## config.mk

```make
export PLATFORM = sky130hd
export DESIGN_NAME = mmap_decode
export DESIGN_NICKNAME = d
export VERILOG_FILES = /design/src/rtl/mmap_pkg.sv /design/src/rtl/mmap_region_dec.sv /design/src/rtl/mmap_access_chk.sv /design/src/rtl/mmap_rom_ctl.sv /design/src/rtl/mmap_decode.sv
export SDC_FILE = /design/constraint.sdc
export NUM_CORES = 1
export LEC_CHECK = 0
export ABC_AREA = 1
export BUFFER_PORTS_ARGS = -buffer_cell sky130_fd_sc_hd__buf_4
export CORE_MARGIN = 2
export CORE_UTILIZATION = 45
export CTS_CLUSTER_SIZE = 28
export DETAILED_ROUTE_END_ITERATION = 12
export GPL_ROUTABILITY_DRIVEN = 0
export PLACE_DENSITY = 0.79
export SLEW_MARGIN = 15
export SYNTH_ARGS = -nofsm -noshare
export SYNTH_HDL_FRONTEND = slang
export SYNTH_SLANG_ARGS = --single-unit
```

## constraint.sdc

```tcl
create_clock -name clk -period 1.7 [get_ports clk]
set_input_delay 0.085 -clock clk [delete_from_list [all_inputs] [get_ports clk]]
set_output_delay 0.085 -clock clk [all_outputs]
set_load 0.005 [all_outputs]
```

## src/rtl/mmap_pkg.sv

```systemverilog
package mmap_pkg;

  typedef enum logic [2:0] {
    MST_CPU  = 3'd0,
    MST_DMA0 = 3'd1,
    MST_DMA1 = 3'd2,
    MST_DMA2 = 3'd3,
    MST_DMA3 = 3'd4,
    MST_USB  = 3'd5,
    MST_LCD  = 3'd6,
    MST_RSVD = 3'd7
  } master_e;

  typedef enum logic [3:0] {
    TGT_MMR   = 4'd0,
    TGT_DARAM = 4'd1,
    TGT_SARAM = 4'd2,
    TGT_ROM   = 4'd3,
    TGT_CS0   = 4'd4,
    TGT_CS2   = 4'd5,
    TGT_CS3   = 4'd6,
    TGT_CS4   = 4'd7,
    TGT_CS5   = 4'd8
  } target_e;

  localparam int NUM_TGT = 9;
  localparam int NUM_EXT = 5;

  function automatic logic is_external(target_e t);
    return (t >= TGT_CS0);
  endfunction

endpackage

```

## src/rtl/mmap_region_dec.sv

```systemverilog
module mmap_region_dec
  import mmap_pkg::*;
#(
  parameter int ADDR_W     = 24,
  parameter int IDX_W      = 5,
  parameter int BLK_LOG2   = 13,
  parameter int MMR_BYTES  = 192,
  parameter int DARAM_BLKS = 8,
  parameter int SARAM_BLKS = 32,
  parameter logic [ADDR_W-1:0] CS0_BASE = 24'h050000,
  parameter logic [ADDR_W-1:0] CS2_BASE = 24'h800000,
  parameter logic [ADDR_W-1:0] CS3_BASE = 24'hC00000,
  parameter logic [ADDR_W-1:0] CS4_BASE = 24'hE00000,
  parameter logic [ADDR_W-1:0] CS5_BASE = 24'hF00000,
  parameter logic [ADDR_W-1:0] ROM_BASE = 24'hFE0000
) (
  input  logic [ADDR_W-1:0] addr,
  input  logic              rom_dis,
  output target_e           tgt,
  output logic [IDX_W-1:0]  idx
);

  localparam logic [ADDR_W-1:0] MMR_END   = ADDR_W'(MMR_BYTES);
  localparam logic [ADDR_W-1:0] DARAM_END = ADDR_W'(DARAM_BLKS << BLK_LOG2);
  localparam logic [ADDR_W-1:0] SARAM_END = ADDR_W'((DARAM_BLKS + SARAM_BLKS) << BLK_LOG2);
  localparam logic [ADDR_W-1:0] EXT_BASE [NUM_EXT] =
    '{CS0_BASE, CS2_BASE, CS3_BASE, CS4_BASE, CS5_BASE};

  logic [NUM_EXT-1:0] ext_hit;

  generate
    for (genvar g = 0; g < NUM_EXT; g++) begin : g_ext
      assign ext_hit[g] = (addr >= EXT_BASE[g]);
    end
  endgenerate

  logic [ADDR_W-1:0] sa_off;
  assign sa_off = addr - DARAM_END;

  always_comb begin
    tgt = TGT_MMR;
    idx = '0;
    if (addr < MMR_END) begin
      tgt = TGT_MMR;
    end else if (addr < DARAM_END) begin
      tgt = TGT_DARAM;
      idx = IDX_W'(addr >> BLK_LOG2);
    end else if (addr < SARAM_END) begin
      tgt = TGT_SARAM;
      idx = IDX_W'(sa_off >> BLK_LOG2);
    end else if (addr >= ROM_BASE) begin
      tgt = rom_dis ? TGT_CS5 : TGT_ROM;
    end else begin
      tgt = TGT_CS0;
      for (int i = 0; i < NUM_EXT; i++) begin
        if (ext_hit[i]) tgt = target_e'(4'(int'(TGT_CS0) + i));
      end
    end
  end

endmodule

```

## src/rtl/mmap_access_chk.sv

```systemverilog
module mmap_access_chk
  import mmap_pkg::*;
(
  input  logic [2:0] master_id,
  input  target_e    tgt,
  output logic       allowed
);

  master_e mst;
  assign mst = master_e'(master_id);

  always_comb begin
    unique case (mst)
      MST_CPU, MST_DMA3:           allowed = 1'b1;
      MST_DMA0, MST_DMA1, MST_DMA2: allowed = !is_external(tgt);
      MST_USB, MST_LCD:            allowed = (tgt != TGT_DARAM);
      default:                     allowed = 1'b0;
    endcase
  end

endmodule

```

## src/rtl/mmap_rom_ctl.sv

```systemverilog
module mmap_rom_ctl (
  input  logic clk,
  input  logic hw_rst_n,
  input  logic we,
  input  logic wdata,
  output logic rom_dis
);

  always_ff @(posedge clk or negedge hw_rst_n) begin
    if (!hw_rst_n) rom_dis <= 1'b0;
    else if (we)   rom_dis <= wdata;
  end

endmodule

```

## src/rtl/mmap_decode.sv

```systemverilog
module mmap_decode
  import mmap_pkg::*;
#(
  parameter int ADDR_W     = 24,
  parameter int BLK_LOG2   = 13,
  parameter int MMR_BYTES  = 192,
  parameter int DARAM_BLKS = 8,
  parameter int SARAM_BLKS = 32
) (
  input  logic                 clk,
  input  logic                 hw_rst_n,
  input  logic                 sw_rst,
  input  logic                 req,
  input  logic [2:0]           master_id,
  input  logic [ADDR_W-1:0]    addr,
  input  logic                 rom_dis_we,
  input  logic                 rom_dis_wdata,
  output logic [NUM_TGT-1:0]   sel,
  output logic [$clog2(SARAM_BLKS > DARAM_BLKS ? SARAM_BLKS : DARAM_BLKS)-1:0] blk_idx,
  output logic                 acc_err
);

  localparam int IDX_W = $clog2(SARAM_BLKS > DARAM_BLKS ? SARAM_BLKS : DARAM_BLKS);

  logic             rom_dis;
  target_e          tgt;
  logic [IDX_W-1:0] idx;
  logic             allowed;
  logic             grant;
  logic [NUM_TGT-1:0] sel_d;

  mmap_rom_ctl u_rom (
    .clk      (clk),
    .hw_rst_n (hw_rst_n),
    .we       (rom_dis_we),
    .wdata    (rom_dis_wdata),
    .rom_dis  (rom_dis)
  );

  mmap_region_dec #(
    .ADDR_W     (ADDR_W),
    .IDX_W      (IDX_W),
    .BLK_LOG2   (BLK_LOG2),
    .MMR_BYTES  (MMR_BYTES),
    .DARAM_BLKS (DARAM_BLKS),
    .SARAM_BLKS (SARAM_BLKS)
  ) u_dec (
    .addr    (addr),
    .rom_dis (rom_dis),
    .tgt     (tgt),
    .idx     (idx)
  );

  mmap_access_chk u_acc (
    .master_id (master_id),
    .tgt       (tgt),
    .allowed   (allowed)
  );

  assign grant = req && allowed;

  generate
    for (genvar t = 0; t < NUM_TGT; t++) begin : g_sel
      assign sel_d[t] = grant && (tgt == target_e'(4'(t)));
    end
  endgenerate

  always_ff @(posedge clk or negedge hw_rst_n) begin
    if (!hw_rst_n) begin
      sel     <= '0;
      blk_idx <= '0;
      acc_err <= 1'b0;
    end else if (sw_rst) begin
      sel     <= '0;
      blk_idx <= '0;
      acc_err <= 1'b0;
    end else begin
      sel     <= sel_d;
      blk_idx <= grant ? idx : '0;
      acc_err <= req && !allowed;
    end
  end

endmodule

```

==> flow_summary.toml, run 1 <==
[outcome]
outcome = "complete, no violations"

[cts]
cts_htree_levels = 1
root_buffer = "clkbuf_4"
clock_sinks = 16
postCtsSetupBuffers = 0
cts_tree = "built"
clkTransAtPathRegs_ns = 0.08
hold_buffers = 1
ctsResizeCount = 0
numCtsBuffers = 3
insertion_delay_ns = 0.28
clockBufferDepth = 2

[routing]
drt-total-wl_mm = 2.071
first_iter_violations = 7
vias = 925
drc = 0
wl_per_cell_um = 10.30
vias_per_cell = 4.602
detail-route-antenna-nets = 0
drtPass1Iterations = 4

[yosys]
syn_inst = 119
avgSynthCellArea_um2 = 8.359
synthTopCellsByArea = "dfrtp_1 (40%), nand2_1 (8.7%), nor2_2 (7.5%)"
synth_top_area_share_pct = 40.25
synth_seq_cells = 16
yosysUniqueCellTypes = 22
yosysWarnings = 0
syn_area_um2 = 994.7
yosys.area.top_type = "dfrtp_1"
synthesis.nets = 155
yosysSeqAreaShare_pct = 40.25

[worst_setup_path]
path_cells = "buf_4 -> inv_1 -> ha_1 -> inv_1 -> nor3_1 -> nand3_1 -> nand2_1 -> nand2_4 -> a21oi_4 -> nand3_2 -> nand2_2 -> nand2_4 -> nand2_4 -> nor2_2"
worstPathMaxFanout = 5
worst_setup_path_start_kind = "primary input"
cp.required_ns = 1.86
slowest_stage = "ha_1"
reg2reg_setup_slack_ns = 0.38
path_buf_inv = 3
arrival_ns = 1.55
worst-r2r-cell-count = 8
worstSetupPathDepth = 14
crit_path_end_kind = "flip-flop"
cpPeakStageDelay_ns = 0.17
worst_path_dominant_cell_family = "simple AND/OR/NAND/NOR gates"
r2r_start = "u_rom.rom_dis"
critPathKind = "in2reg"
cp_common_cell = "nand2_4"
reg2reg_to = "blk_idx[4]"

[global_routing]
grt_max_degree = 17
grt_usage_pct = 17.66
grt_pass1_wl_mm = 3.574
grt.overflow.total = 0
grt_pass1_vias = 918
antenna_found_initial = 0

[floorplan]
die-area_um2 = 2603
die_width_um = 51.02
start_util_pct = 46.30
num_rows = 17
ioPinCount = 48
core_area_um2 = 2148
die_h_um = 51.02

[finish]
multiInputGateArea_um2 = 538.0
fillers = 179
num_antenna_cells = 0
stdcell_area_um2 = 1444
layout-area-overhead-vs-synth_pct = 45.16
num-nets-final = 210
drive_gt1_share_pct = 47.98
regArea_um2 = 400.4

[timing]
fmax_mhz = 719.7
fin_skew_ns = 0.008342
setup_violations = 0
relSlewSlack_pct = 76.32
slew_violations = 0
period_minus_slack_ns = 1.390
tns_ns = 0
fin_ws_ns = 0.3105
hold_violations = 0
fin_crit_sh_pct = 81.74
rsz0062_at_grt = "false"
tightest_slew_ns = 0.3524

[pwr]
p_leak_nw = 0.7652
power.density_nw_per_um2 = 557.9
peakVddDrop_v = 0.0003127

[place]
placed_area_um2 = 1398
dp_hpwl_mm = 1.829
place_ws_ns = 0.01308
portBuffers = 47

[flow_run]
drv_cap = 0

[min_path]
hold_depth = 2
hp-class = "in2reg"
holdPathEnd = "acc_err"
hp-start = "sw_rst"
## worst max-delay path by stage
stage	start	end	slack (ns)
after floorplan	addr[16]	blk_idx[3]	0.26
after global placement	addr[16]	blk_idx[3]	0.11
after detailed placement	addr[16]	blk_idx[3]	0.01
after CTS	addr[16]	blk_idx[4]	0.30
after global routing	addr[16]	sel[8]	0.09
final	addr[16]	blk_idx[4]	0.31
## power by group
| group | switching, mW | internal (mW) | total, mW |
|---|---|---|---|
| Sequential | 0.00349 | 0.386 | 0.390 |
| Clock | 0.110 | 0.130 | 0.240 |
| Combinational | 0.0888 | 0.0868 | 0.176 |
| Total | 0.202 | 0.603 | 0.806 |
## routing by layer
layer | global-route usage (%) | part of all wire, % | vias up
li1 | - | - | 480
met1 | 18.70 | 37 | 409
met2 | 35.28 | 56 | 34
met3 | 1.170 | 5.7 | 2
met4 | 7.207 | 1.1 | 0
met5 | 0 | 0 | -
## synthesized netlist by cell type (all sizes together)
| cell | count |
|---|---|
| a21oi | 5 |
| ha | 3 |
| dfrtp | 16 |
| mux2 | 1 |
| nand2 | 29 |
| nor2 | 32 |
| o21ai | 4 |
| nand3 | 7 |
| nor3 | 5 |
| o211ai | 2 |
| inv | 15 |
## sequential cells by signal, summed over array words and instances, names as in the netlist
signal / cells
sel: 9
blk_idx: 5
acc_err: 1
u_rom.rom_dis: 1
## stage by stage
stage | std cells | utilization, % | power, mW | hold WS, ns
after global routing | 201 | 67.21 | 0.8518 | 0.01979
after CTS | 201 | 67.21 | 0.8156 | 0.008824
after floorplan | 119 | - | 0.4788 | -0.2106
final | 201 | 67.21 | 0.8056 | 0.01542
after global placement | 196 | 65.06 | 0.5657 | -0.05366
after detailed placement | 196 | 65.06 | 0.5728 | -0.04841
## cell families (layout without fill, tap and decap cells)
family | Yosys count | in the layout | share of synthesized area [%]
simple gates | 73 | 73 | 41.63
fa+ha+maj | 3 | 3 | 3.774
buf+inv | 15 | 69 | 5.660
compound gates | 11 | 11 | 7.546
flops | 16 | 16 | 40.25
mux | 1 | 1 | 1.132
## layout by cell type (no fill, tap or decap)
| master | instances |
|---|---|
| dfrtp_1 | 16 |
| a21oi_4 | 1 |
| nand2_1 | 23 |
| ha_1 | 3 |
| inv_2 | 1 |
| clkbuf_4 | 3 |
| mux2_2 | 1 |
| clkbuf_8 | 1 |
| nor2_4 | 2 |
| o21ai_0 | 3 |
| nand2_2 | 2 |
| nor2_2 | 12 |
| nand3_4 | 2 |
| nor2_1 | 18 |
| nor3_1 | 3 |
| nand3_1 | 3 |
| a21oi_1 | 3 |
| nor3_2 | 2 |
| nand2_4 | 4 |
| dlygate4sd3_1 | 1 |
| nand3_2 | 2 |
| o211ai_1 | 2 |
| inv_1 | 14 |
| buf_4 | 49 |
| a21oi_2 | 1 |
| o21ai_1 | 1 |
## final cells by class
type	count	area share, %
tap	28	2.426
multi-input combinational	88	37.26
sequential	16	27.73
clock buffer	4	2.513
timing repair buffer	50	26.17
inverter	15	3.899
Power figures use the tool's default switching activity.
==> run 2: changes to the inputs <==
==> constraint.sdc (replaced) <==
create_clock -name clk -period 1.3 [get_ports clk]
set_input_delay 0.065 -clock clk [delete_from_list [all_inputs] [get_ports clk]]
set_output_delay 0.065 -clock clk [all_outputs]
set_load 0.005 [all_outputs]
==> flow_summary.toml, run 2 (synthesized netlist as in run 1, its figures left out) <==
[outcome]
outcome = "complete, but fails checks"
violations = "negative setup slack"

[worst_setup_path]
crit_path_end_kind = "flip-flop"
critPathKind = "reg2reg"
worst_path_dominant_cell_family = "simple AND/OR/NAND/NOR gates"
path_cells = "nor2_4 -> nand2_4 -> a21oi_4 -> nand3_2 -> nand2_2 -> nand2_4 -> nand2_4 -> nor2_2"
arrival_ns = 1.48
cp_common_cell = "nand2_4"
worstPathMaxFanout = 5
worst_setup_path_start_kind = "flip-flop"
slowest_stage = "dfrtp_1"
path_buf_inv = 0
cpPeakStageDelay_ns = 0.42
cp.required_ns = 1.47

[routing]
drt-total-wl_mm = 2.299
vias = 1045
wl_per_cell_um = 10.59
drc = 0
drtPass1Iterations = 4
vias_per_cell = 4.816
detail-route-antenna-nets = 0
first_iter_violations = 9

[timing]
hold_slack_ns = 0.01993
tightest_slew_ns = 0.3401
fin_crit_sh_pct = 100.3
hold_violations = 0
relSlewSlack_pct = 77.15
slew_violations = 0
fmax_mhz = 767.3
fin_ws_ns = -0.003325
period_minus_slack_ns = 1.303
rsz0062_at_grt = "true"
fin_skew_ns = 0.003611
setup_violations = 1

[place]
portBuffers = 47
dp_hpwl_mm = 1.928
place_ws_ns = -0.3098

[cts]
cts_htree_levels = 1
clockBufferDepth = 2
insertion_delay_ns = 0.28
root_buffer = "clkbuf_4"
clock_sinks = 16
clkTransAtPathRegs_ns = 0.08
numCtsBuffers = 3
cts_tree = "built"

[finish]
drive_gt1_share_pct = 56.61
regArea_um2 = 400.4
layout-area-overhead-vs-synth_pct = 61.51
num_antenna_cells = 0
num-nets-final = 227
top_register = "sel"
multiInputGateArea_um2 = 568.0
final_cell_mix = "buf_4 (65), nand2_1 (21), dfrtp_1 (16), nor2_1 (15), nor2_2 (15)"
fillers = 169
largest_reg_flops = 9
final_common_cell = "buf_4"
reg_top3 = "sel: 9 flops, blk_idx: 5 flops"

[pwr]
power.density_nw_per_um2 = 637.4
p_sw_mw = 0.2748
switching_share_pct = 26.84
peakVddDrop_v = 0.0004094
clkPwrFrac_pct = 24.2
p_leak_nw = 0.8404
pwr-share-comb_pct = 26.0
pwr-share-seq_pct = 49.8
internal_power_mw = 0.7492

[global_routing]
met2_usage_pct = 38.74
grt_pass1_vias = 986
met3_usage_pct = 2.339
grt.overflow.total = 0
grt_usage_pct = 19.24
grt.busiest_layer = "met2"
grt_pass1_wl_mm = 3.836
use_met1_pct = 18.97
antenna_found_initial = 0
grt_max_degree = 17

[floorplan]
ioPinCount = 48
die_h_um = 51.02
die_width_um = 51.02
core_area_um2 = 2148
die-area_um2 = 2603
start_util_pct = 46.30
num_rows = 17

[flow_run]
drv_cap = 0

[min_path]
hp-class = "in2reg"
run 2: cell types whose count changed in the layout (fill, tap and decap cells not counted), sizes merged:
cell / delta
dlygate4sd3: +1
clkbuf: -1
buf: +16
run 2: layout make-up:
type / count / share of cell area (%)
Tap cell: 28 / 2.181
Multi-Input combinational cell: 88 / 35.36
Sequential cell: 16 / 24.92
Timing Repair Buffer: 67 / 31.62
Clock buffer: 3 / 1.402
Inverter: 15 / 4.517
run 2: what timing repair did:
item,CTS,global route
hold buffers,2,0
setup buffers,0,1
endpoints found under the setup margin,14,15
gates resized for setup,0,5
pin swaps,9,3
hold endpoints to repair,17,0
run 2: per-layer routing:
layer | part of all wire (%) | vias up
li1 | - | 514
met1 | 35 | 468
met2 | 54 | 51
met3 | 6.7 | 12
met4 | 3.9 | 0
met5 | 0 | -
run 2: power groups by stage:
stage | combinational, mW | sequential, mW | clock, mW
CTS | 0.264 | 0.510 | 0.251
global route | 0.294 | 0.511 | 0.276
detailed placement | 0.257 | 0.520 | 0
floorplan | 0.111 | 0.520 | 0
finish | 0.266 | 0.510 | 0.248
global placement | 0.248 | 0.520 | 0
run 2: per-stage QoR:
stage / area [um^2] / setup TNS [ns] / power, mW / util [%] / cells
detailed placement: 1544 / -4.285 / 0.7769 / 71.87 / 211
global placement: 1544 / -2.989 / 0.7675 / 71.87 / 211
finish: 1607 / -0.003325 / 1.024 / 74.78 / 217
global route: 1607 / -0.6512 / 1.080 / 74.78 / 217
CTS: 1587 / -0.01255 / 1.025 / 73.85 / 216
floorplan: 1028 / -0.3691 / 0.6307 / - / 119
run 2: path summary, 6_finish.rpt:
check | start | end | slack [ns] | cells past startpoint
min in group asynchronous | hw_rst_n | sel[0] | 0.17 | 2
max reg2reg | u_rom.rom_dis | blk_idx[4] | -0.003 | 8
min reg2reg | u_rom.rom_dis | u_rom.rom_dis | 0.59 | 1
max | u_rom.rom_dis | blk_idx[4] | -0.003 | 8
min | rom_dis_wdata | u_rom.rom_dis | 0.02 | 2
max in group asynchronous | hw_rst_n | sel[4] | 0.95 | 2
==> run 3: changes to the inputs <==
--- a/config.mk
+++ b/config.mk
@@ -8,11 +8,11 @@
 export ABC_AREA = 1
 export BUFFER_PORTS_ARGS = -buffer_cell sky130_fd_sc_hd__buf_4
 export CORE_MARGIN = 2
-export CORE_UTILIZATION = 45
+export CORE_UTILIZATION = 44
 export CTS_CLUSTER_SIZE = 28
 export DETAILED_ROUTE_END_ITERATION = 12
 export GPL_ROUTABILITY_DRIVEN = 0
-export PLACE_DENSITY = 0.79
+export PLACE_DENSITY = 0.78
 export SLEW_MARGIN = 15
 export SYNTH_ARGS = -nofsm -noshare
 export SYNTH_HDL_FRONTEND = slang
==> flow_summary.toml, run 3 (synthesized netlist as in run 1, its figures left out) <==
[outcome]
outcome = "complete, no violations"

[finish]
final_cell_mix = "buf_4 (63), nand2_1 (21), nor2_1 (18), dfrtp_1 (16)"
final_common_cell = "buf_4"
final_cells = 216
num-nets-final = 225
layout-area-overhead-vs-synth_pct = 60.88
stdcell_area_um2 = 1600
largest_reg_flops = 9
top_register = "sel"
drive_gt1_share_pct = 55.32
num_antenna_cells = 0
reg_top3 = "sel: 9 flops, blk_idx: 5 flops"
fillers = 180
fin_util_pct = 73.76

[place]
portBuffers = 47
dp_hpwl_mm = 1.898
placed_cells = 209
placed_area_um2 = 1529
place_ws_ns = -0.2815

[worst_setup_path]
slowest_stage = "dfrtp_1"
worst_setup_path_start_kind = "flip-flop"
path_cells = "nor2_4 -> nand2_4 -> a21oi_4 -> nand3_2 -> nand2_2 -> nand2_4 -> nand2_4 -> nor2_2"
worstPathMaxFanout = 5
critPathKind = "reg2reg"
crit_path_end_kind = "flip-flop"
critPathLaunch = "u_rom.rom_dis"
cp.required_ns = 1.48
reg2reg_setup_slack_ns = 0.004
arrival_ns = 1.47
cp_common_cell = "nand2_4"
cpPeakStageDelay_ns = 0.42
r2r_start = "u_rom.rom_dis"

[cts]
numCtsBuffers = 3
clkTransAtPathRegs_ns = 0.09
clock_sinks = 16
insertion_delay_ns = 0.28
cts_tree = "built"
clockBufferDepth = 2
cts_htree_levels = 1
root_buffer = "clkbuf_4"

[routing]
drt-total-wl_mm = 2.186
first_iter_violations = 5
detail-route-antenna-nets = 0
wl_per_cell_um = 10.12
vias = 1003
vias_per_cell = 4.644
drtPass1Iterations = 3
drc = 0

[timing]
rsz0062_at_grt = "true"
fin_ws_ns = 0.003856
slew_violations = 0
period_minus_slack_ns = 1.296
setup_violations = 0
tightest_slew_ns = 0.3266
fin_skew_ns = 0.005328
tns_ns = 0
fin_crit_sh_pct = 99.70
hold_violations = 0
fmax_mhz = 771.5
hold_slack_ns = 0.01817
relSlewSlack_pct = 78.06

[global_routing]
grt_pass1_vias = 973
grt_usage_pct = 17.69
antenna_found_initial = 0
grt_pass1_wl_mm = 3.574
grt.overflow.total = 0
grt_max_degree = 17

[floorplan]
die-area_um2 = 2657
start_util_pct = 45.85
num_rows = 17
ioPinCount = 48
core_area_um2 = 2170
die_h_um = 51.55
die_width_um = 51.55

[pwr]
peakVddDrop_v = 0.0005776
p_leak_nw = 0.8390
power.density_nw_per_um2 = 678.7
total_power_mw = 1.086

[min_path]
hp-class = "in2reg"
hp-start = "rom_dis_wdata"

[flow_run]
drv_cap = 0
## run 3: path summary, 6_finish.rpt
kind	end	depth (start not counted)
worst max-delay path	blk_idx[4]	8
worst min-delay path	u_rom.rom_dis	2
worst max register to register	blk_idx[4]	8
worst min register to register	u_rom.rom_dis	1
max in group asynchronous	sel[4]	2
min in group asynchronous	sel[2]	2
## run 3: power by group
group	switching [mW]	leakage, nW	total [mW]	internal (mW)
sequential	0.00468	0.220	0.510	0.505
clock	0.144	0.0210	0.315	0.170
combinational	0.128	0.598	0.262	0.133
total	0.277	0.839	1.09	0.809
## run 3: routing by layer
layer	vias up	share of wire, %	GRT usage (%)	wire, um
met2	30	60	36.54	1301
met1	458	35	16.79	755
li1	509	-	-	-
met3	6	3.8	1.724	83
met5	-	0	0	0
met4	0	2.1	8.772	46
## run 3: cell type report
type                    instances  area (um^2)  share of cell area [%]
clock buffers                   4        36.28                   2.267
well taps                      28        35.03                   2.189
multi-input cells              88        563.0                   35.18
inverters                      15        72.57                   4.535
flip-flops and latches         16        400.4                   25.02
repair buffers                 65        493.0                   30.81
## run 3: worst max-delay path, delay by kind of cell, from the launching register on
family             cells  cell delay, ns
DFF                    1            0.42
AOI/OAI and AO/OA      1            0.16
and+or+nand+nor        7            0.61
## run 3: timing repair
| item | CTS | global route |
|---|---|---|
| hold endpoints to repair | 17 | 0 |
| gates resized for setup | 0 | 3 |
| pin swaps | 2 | 1 |
| hold buffers | 2 | 0 |
| setup buffers | 0 | 1 |
| setup endpoints to repair | 13 | 15 |
